<file path="src/rtl/ccd_seq_pkg.sv">
package ccd_seq_pkg;
    localparam int LINE_W = 11;
    localparam int PIX_W  = 12;
    localparam int SH_W   = 8;

    localparam logic [LINE_W-1:0] DEF_LINES_NORM = LINE_W'(1104);
    localparam logic [LINE_W-1:0] DEF_LINES_BIN  = LINE_W'(610);

    typedef enum logic [2:0] {
        PH_IDLE  = 3'd0,
        PH_INTEG = 3'd1,
        PH_DIODE = 3'd2,
        PH_SHUT  = 3'd3,
        PH_VXFER = 3'd4,
        PH_HREAD = 3'd5,
        PH_TIMED = 3'd6
    } phase_e;

    typedef struct packed {
        logic              bin;
        logic [LINE_W-1:0] lines;
        logic [PIX_W-1:0]  ppl;
        logic [SH_W-1:0]   setup;
        logic [SH_W-1:0]   width;
        logic [SH_W-1:0]   hold;
        logic [LINE_W-1:0] sh_line;
        logic              force_sh;
    } frame_cfg_t;
endpackage

</file>
<file path="src/rtl/ccd_shutter_gen.sv">
module ccd_shutter_gen #(
    parameter int SW = 8
) (
    input  logic          clk,
    input  logic          rst_n,
    input  logic          start,
    input  logic [SW-1:0] setup,
    input  logic [SW-1:0] width,
    input  logic [SW-1:0] hold,
    output logic          pulse,
    output logic          last
);
    localparam int TW = SW + 2;

    logic [TW-1:0] total;
    logic [TW-1:0] pulse_end;
    logic [TW-1:0] t_d, t_q;
    logic          act_d, act_q;

    always_comb begin
        total     = TW'(setup) + TW'(width) + TW'(hold);
        pulse_end = TW'(setup) + TW'(width);
        t_d       = t_q;
        act_d     = act_q;
        if (start) begin
            t_d   = '0;
            act_d = 1'b1;
        end else if (act_q) begin
            if (t_q == total - TW'(1)) act_d = 1'b0;
            else                       t_d   = t_q + TW'(1);
        end
    end

    always_ff @(posedge clk or negedge rst_n) begin
        if (!rst_n) begin
            t_q   <= '0;
            act_q <= 1'b0;
        end else begin
            t_q   <= t_d;
            act_q <= act_d;
        end
    end

    assign pulse = act_q && (t_q >= TW'(setup)) && (t_q < pulse_end);
    assign last  = act_q && (t_q == total - TW'(1));


    sh_restart_chk: assert property (@(posedge clk) disable iff (!rst_n)
        start |-> !act_q);

    sh_end_chk: assert property (@(posedge clk) disable iff (!rst_n)
        (last && !start) |=> !pulse);
endmodule

</file>
<file path="src/rtl/ccd_vclk_gen.sv">
module ccd_vclk_gen #(
    parameter int VPW = 2
) (
    input  logic clk,
    input  logic rst_n,
    input  logic start,
    input  logic twice,
    output logic v1,
    output logic v2,
    output logic last
);
    localparam int PER = 2 * VPW;
    localparam int TW  = $clog2(2 * PER + 1);

    logic [TW-1:0] t_d, t_q;
    logic [TW-1:0] total;
    logic [TW-1:0] tb;
    logic          act_d, act_q;
    logic          two_d, two_q;

    always_comb begin
        total = two_q ? TW'(2 * PER) : TW'(PER);
        t_d   = t_q;
        act_d = act_q;
        two_d = two_q;
        if (start) begin
            t_d   = '0;
            act_d = 1'b1;
            two_d = twice;
        end else if (act_q) begin
            if (t_q == total - TW'(1)) act_d = 1'b0;
            else                       t_d   = t_q + TW'(1);
        end
        tb = (t_q >= TW'(PER)) ? t_q - TW'(PER) : t_q;
    end

    always_ff @(posedge clk or negedge rst_n) begin
        if (!rst_n) begin
            t_q   <= '0;
            act_q <= 1'b0;
            two_q <= 1'b0;
        end else begin
            t_q   <= t_d;
            act_q <= act_d;
            two_q <= two_d;
        end
    end

    assign v1   = act_q && (tb <  TW'(VPW));
    assign v2   = act_q && (tb >= TW'(VPW));
    assign last = act_q && (t_q == total - TW'(1));


    v_order_chk: assert property (@(posedge clk) disable iff (!rst_n)
        ($fell(v1) && act_q) |-> v2);
endmodule

</file>
<file path="src/rtl/ccd_frame_seq.sv">
module ccd_frame_seq
    import ccd_seq_pkg::*;
#(
    parameter int INT_CYC = 8,
    parameter int DX_CYC  = 4,
    parameter int TI_CYC  = 6,
    parameter int VPW     = 2
) (
    input  logic              clk,
    input  logic              rst_n,
    input  logic              frame_start,
    input  logic              bin_mode,
    input  logic [LINE_W-1:0] line_count,
    input  logic [PIX_W-1:0]  pix_per_line,
    input  logic [SH_W-1:0]   sh_setup,
    input  logic [SH_W-1:0]   sh_width,
    input  logic [SH_W-1:0]   sh_hold,
    input  logic [LINE_W-1:0] sh_line,
    input  logic              force_sh,
    output logic              v1,
    output logic              v2,
    output logic              h_en,
    output logic              shutter,
    output logic              frame_valid,
    output logic              line_valid,
    output logic [2:0]        phase
);
    localparam int CW = PIX_W;

    typedef struct packed {
        phase_e            phase;
        logic [CW-1:0]     cnt;
        logic [LINE_W-1:0] line;
        logic              sh_done;
        frame_cfg_t        cfg;
    } seq_state_t;

    seq_state_t s_d, s_q;
    logic sh_start, v_start;
    logic sh_last, v_last;
    logic sh_nonzero, pre_hit, line_hit;
    logic [LINE_W-1:0] next_line;

    ccd_shutter_gen #(.SW(SH_W)) u_shut (
        .clk   (clk),
        .rst_n (rst_n),
        .start (sh_start),
        .setup (s_q.cfg.setup),
        .width (s_q.cfg.width),
        .hold  (s_q.cfg.hold),
        .pulse (shutter),
        .last  (sh_last)
    );

    ccd_vclk_gen #(.VPW(VPW)) u_vclk (
        .clk   (clk),
        .rst_n (rst_n),
        .start (v_start),
        .twice (s_q.cfg.bin),
        .v1    (v1),
        .v2    (v2),
        .last  (v_last)
    );

    always_comb begin
        s_d        = s_q;
        sh_start   = 1'b0;
        v_start    = 1'b0;
        next_line  = s_q.line + LINE_W'(1);
        sh_nonzero = |{s_q.cfg.setup, s_q.cfg.width, s_q.cfg.hold};
        pre_hit    = !s_q.sh_done && sh_nonzero && (s_q.cfg.sh_line == '0);
        line_hit   = !s_q.sh_done && sh_nonzero &&
                     ((s_q.cfg.sh_line == next_line) ||
                      (s_q.cfg.force_sh && (next_line == LINE_W'(1))));

        unique case (s_q.phase)
            PH_IDLE: begin
                if (frame_start) begin
                    s_d.phase            = PH_INTEG;
                    s_d.cnt              = '0;
                    s_d.line             = '0;
                    s_d.sh_done          = 1'b0;
                    s_d.cfg.bin          = bin_mode;
                    s_d.cfg.lines        = (line_count != '0) ? line_count :
                                           (bin_mode ? DEF_LINES_BIN : DEF_LINES_NORM);
                    s_d.cfg.ppl          = pix_per_line;
                    s_d.cfg.setup        = sh_setup;
                    s_d.cfg.width        = sh_width;
                    s_d.cfg.hold         = sh_hold;
                    s_d.cfg.sh_line      = sh_line;
                    s_d.cfg.force_sh     = force_sh;
                end
            end
            PH_INTEG: begin
                if (s_q.cnt == CW'(INT_CYC - 1)) begin
                    s_d.phase = PH_DIODE;
                    s_d.cnt   = '0;
                end else begin
                    s_d.cnt = s_q.cnt + CW'(1);
                end
            end
            PH_DIODE: begin
                if (s_q.cnt == CW'(DX_CYC - 1)) begin
                    s_d.cnt = '0;
                    if (pre_hit) begin
                        s_d.phase   = PH_SHUT;
                        s_d.sh_done = 1'b1;
                        sh_start    = 1'b1;
                    end else begin
                        s_d.line = next_line;
                        if (line_hit) begin
                            s_d.phase   = PH_SHUT;
                            s_d.sh_done = 1'b1;
                            sh_start    = 1'b1;
                        end else begin
                            s_d.phase = PH_VXFER;
                            v_start   = 1'b1;
                        end
                    end
                end else begin
                    s_d.cnt = s_q.cnt + CW'(1);
                end
            end
            PH_SHUT: begin
                if (sh_last) begin
                    if (s_q.line == '0) s_d.line = LINE_W'(1);
                    s_d.phase = PH_VXFER;
                    v_start   = 1'b1;
                end
            end
            PH_VXFER: begin
                if (v_last) begin
                    s_d.phase = PH_HREAD;
                    s_d.cnt   = '0;
                end
            end
            PH_HREAD: begin
                if (s_q.cnt == s_q.cfg.ppl - CW'(1)) begin
                    s_d.cnt = '0;
                    if (s_q.line == s_q.cfg.lines) begin
                        s_d.phase = PH_TIMED;
                    end else begin
                        s_d.line = next_line;
                        if (line_hit) begin
                            s_d.phase   = PH_SHUT;
                            s_d.sh_done = 1'b1;
                            sh_start    = 1'b1;
                        end else begin
                            s_d.phase = PH_VXFER;
                            v_start   = 1'b1;
                        end
                    end
                end else begin
                    s_d.cnt = s_q.cnt + CW'(1);
                end
            end
            PH_TIMED: begin
                if (s_q.cnt == CW'(TI_CYC - 1)) begin
                    s_d.phase = PH_IDLE;
                    s_d.cnt   = '0;
                end else begin
                    s_d.cnt = s_q.cnt + CW'(1);
                end
            end
            default: s_d.phase = PH_IDLE;
        endcase
    end

    always_ff @(posedge clk or negedge rst_n) begin
        if (!rst_n) s_q <= '0;
        else        s_q <= s_d;
    end

    assign phase       = s_q.phase;
    assign line_valid  = (s_q.phase == PH_HREAD);
    assign h_en        = (s_q.phase == PH_HREAD) || (s_q.phase == PH_INTEG) ||
                         (s_q.phase == PH_TIMED);
    assign frame_valid = (s_q.line != '0) &&
                         ((s_q.phase == PH_SHUT) || (s_q.phase == PH_VXFER) ||
                          (s_q.phase == PH_HREAD));


    lv_in_fv_chk: assert property (@(posedge clk) disable iff (!rst_n)
        line_valid |-> frame_valid);

    hen_quiet_chk: assert property (@(posedge clk) disable iff (!rst_n)
        (v1 || v2 || shutter) |-> !h_en);

    v_excl_chk: assert property (@(posedge clk) disable iff (!rst_n)
        !(v1 && v2));

    fv_start_chk: assert property (@(posedge clk) disable iff (!rst_n)
        $rose(frame_valid) |-> ((s_q.phase == PH_SHUT) || (s_q.phase == PH_VXFER)));

    idle_exit_chk: assert property (@(posedge clk) disable iff (!rst_n)
        (s_q.phase == PH_IDLE) |=> ((s_q.phase == PH_IDLE) || (s_q.phase == PH_INTEG)));

    one_shot_chk: assert property (@(posedge clk) disable iff (!rst_n)
        sh_start |-> !s_q.sh_done);
endmodule

</file>
<file path="config.mk">
export PLATFORM = sky130hd
export DESIGN_NAME = ccd_frame_seq
export DESIGN_NICKNAME = d
export VERILOG_FILES = /design/src/rtl/ccd_seq_pkg.sv /design/src/rtl/ccd_shutter_gen.sv /design/src/rtl/ccd_vclk_gen.sv /design/src/rtl/ccd_frame_seq.sv
export SDC_FILE = /design/constraint.sdc
export NUM_CORES = 1
export LEC_CHECK = 0
export ABC_AREA = 1
export BUFFER_PORTS_ARGS = -buffer_cell sky130_fd_sc_hd__buf_2
export CAP_MARGIN = 20
export CORE_MARGIN = 5
export CORE_UTILIZATION = 61
export DETAILED_ROUTE_END_ITERATION = 16
export PLACE_DENSITY = 0.83
export SYNTH_ARGS = -nofsm -noshare
export SYNTH_HDL_FRONTEND = slang
export SYNTH_SLANG_ARGS = --single-unit
export TNS_END_PERCENT = 5
</file>
<file path="constraint.sdc">
create_clock -name clk -period 3.9 [get_ports clk]
set_input_delay 0.39 -clock clk [delete_from_list [all_inputs] [get_ports clk]]
set_output_delay 0.39 -clock clk [all_outputs]
set_load 0.01 [all_outputs]
</file>
==> impl_metrics.json <==
{
  "fin_crit_sh_pct": 99.1,
  "status": "complete, but fails checks",
  "relSlewSlack_pct": 50.5,
  "first_iter_violations": 496,
  "critPathLaunchType": "flip-flop",
  "nNetsFinal": 1292,
  "antenna_found_initial": 0,
  "fmax_mhz": 259,
  "core_area_sq_mm": 0.0125,
  "synthCells": 1097,
  "hold_class": "input port to async pin",
  "vias": 7514,
  "syn_nets": 1205,
  "tritoncts": "yes",
  "die_h_um": 122,
  "worstMarginPinSlew_ns": 0.739,
  "period_minus_slack_ns": 3.86,
  "clk_latency_ns": 0.35,
  "syn_area_sq_mm": 0.00767,
  "placed_cells": 1323,
  "hold_viol_final": 7,
  "finalSetupViolations": 0,
  "grt.overflow.total": 0,
  "clock_skew_ns": 0.00965,
  "cts_made_buffers": 9,
  "stdcell_count": 1360,
  "drc": 0,
  "cp.arrival_ns": 4.15,
  "grt_pass1_vias": 7004,
  "critPathCaptureType": "flip-flop",
  "cp_slowest_stage_delay_ns": 0.42,
  "critPathSlowestCell": "dfrtp_1",
  "yosys_warnings": 0,
  "die_w_um": 122,
  "failed_checks": "negative hold slack",
  "n_antenna_cell": 0,
  "vias_per_cell": 5.53,
  "cts_buffer_depth": 2,
  "firstDrtPassIters": 8,
  "drive_gt1_share_pct": 18.6,
  "synth-seq-cells": 104,
  "grt_max_degree": 55,
  "place_hpwl_um": 14300,
  "cap_viol_max_count": 0,
  "cts_sinks": 104,
  "start_util_pct": 61.5,
  "worst-path-max-fanout": 5,
  "crit_required_ns": 4.18,
  "grt_pass1_wl_um": 31500,
  "placed_cell_area_sq_mm": 0.00819,
  "std_cell_rows": 41,
  "clk_pin_slew_ns": 0.07,
  "grtUsageTotal_pct": 26.1,
  "htree_levels": 3,
  "io_buffers": 71,
  "wl_per_cell_um": 14.8,
  "crit_type": "flip-flop to flip-flop",
  "netlist-cell-type-count": 43,
  "syn2layout_area_growth_pct": 17.0,
  "cp_common_cell": "nand2_1",
  "drtAntennaViolNets": 0,
  "hold_ws_ns": -0.00460,
  "pin_count": 72,
  "fin_ws_ns": 0.0357,
  "wirelength_um": 20100,
  "dieArea_sq_mm": 0.0149,
  "yosysSeqAreaShare_pct": 33.9,
  "gp_congestion": 0.883,
  "slew_viol_final": 0,
  "pre_cts_slack_ns": -0.00142,
  "clk_root_buffer_cell": "clkbuf_16",
  "fin_area_sq_mm": 0.00897,
  "setup-tns-final_ns": 0,
  "syn_avg_cell_area_sq_um": 6.99
}
[sequential cells by signal, indices dropped and copies added (netlist names)]
signal and count:
u_vclk.act_q 1, u_shut.t_q 10, phase 3, s_q 84, u_vclk.t_q 4, u_vclk.two_q 1
u_shut.act_q 1
[critical path: cells and delay by family (launching register included)]
| kind | cells | cell delay, ns |
|---|---|---|
| xor gates and xnor gates | 1 | 0.21 |
| buffers and inverters | 2 | 0.14 |
| DFF | 1 | 0.42 |
| AOI/OAI and AO/OA | 6 | 0.89 |
| adders and majority gates | 3 | 0.77 |
| and+or+nand+nor | 14 | 1.33 |
[kinds of logic after synthesis]
group / Yosys count / synth area share, %
AOI/OAI and AO/OA: 123 / 9.34
and+or+nand+nor: 603 / 34.1
adders and majority gates: 45 / 7.53
DFF: 104 / 33.9
xor gates and xnor gates: 47 / 6.08
buffers and inverters: 175 / 9.00
[stage by stage]
stage	hold WS, ns	util, %
floorplan	0.0944	-
global placement	0.380	65.7
detailed placement	0.384	65.7
CTS	0.00345	68.5
global route	0.0272	72.0
finish	-0.00460	72.0
[cell usage after synthesis]
cell type	count	area share, %
nand3b_1	6	0.59
o221ai_1	1	0.11
or2_2	2	0.16
a21oi_1	16	1.0
nor2_2	8	0.65
and3_1	1	0.082
o22ai_1	5	0.41
a21boi_0	1	0.098
nand4_2	1	0.16
fa_1	2	0.52
nand3_1	81	5.3
nor4_1	7	0.57
buf_4	3	0.29
dfrtp_1	104	34
inv_2	6	0.29
o21ai_1	6	0.39
nand3_2	4	0.52
nand2_1	341	17
buf_2	6	0.39
ha_1	43	7.0
xnor3_1	4	1.2
o21ai_2	14	1.6
xor2_1	29	3.3
o21a_1	2	0.20
a21o_1	2	0.20
nand4_1	30	2.4
o31ai_1	1	0.098
nor3_1	16	1.0
clkbuf_1	15	0.73
nand2_2	5	0.41
inv_1	143	7.0
buf_6	2	0.29
nor3_2	1	0.13
nor2_4	5	0.73
o211ai_1	1	0.098
o21bai_1	1	0.098
xnor2_1	14	1.6
a2bb2oi_1	1	0.11
o21ai_0	66	4.3
a31oi_1	3	0.24
a2111oi_0	2	0.23
nor2_1	95	4.6
a21oi_2	1	0.11
[per-layer routing]
layer	GRT usage, %	routed length, um	vias to the layer above
met5	0	0	-
met4	9.03	586	0
met3	4.60	1090	54
met2	46.1	10100	269
met1	32.4	8300	3505
li1	-	-	3686
[layout by cell type (no fill, tap or decap), types with 30 or more instances in the layout]
| cell type | n |
|---|---|
| nor2_1 | 90 |
| dfrtp_1 | 103 |
| inv_1 | 137 |
| ha_1 | 33 |
| buf_4 | 31 |
| nand3_1 | 75 |
| nand4_1 | 30 |
| buf_2 | 70 |
| nand2_1 | 325 |
| o21ai_0 | 66 |
[worst paths after layout]
check	from	to	slack [ns]	cells past startpoint
worst max-delay path	s_q[30]	phase[2]	0.04	26
worst min-delay path	rst_n	s_q[2]	-0.005	1
worst max register to register	s_q[30]	phase[2]	0.04	26
worst min register to register	s_q[55]	s_q[55]	0.50	2
max in group asynchronous	rst_n	s_q[29]	3.07	2
min in group clk	pix_per_line[10]	s_q[46]	0.23	3
[what timing repair did]
item	4_1_cts	5_1_grt
resized for setup	11	60
setup buffers	3	19
pin swaps	5	31
setup endpoints to repair	11	30
hold buffers	0	0
[final cells by class]
class,count,area (sq um)
Timing Repair Buffer,102,603
Clock inverter,4,52.6
Fill cell,1026,3490
Sequential cell,104,2600
Tap cell,172,215
Clock buffer,11,233
Inverter,149,559
Multi-Input combinational cell,818,4710
Power is not shown: default switching activity piles up to over one toggle a cycle in this logic, so the estimate is an artifact.
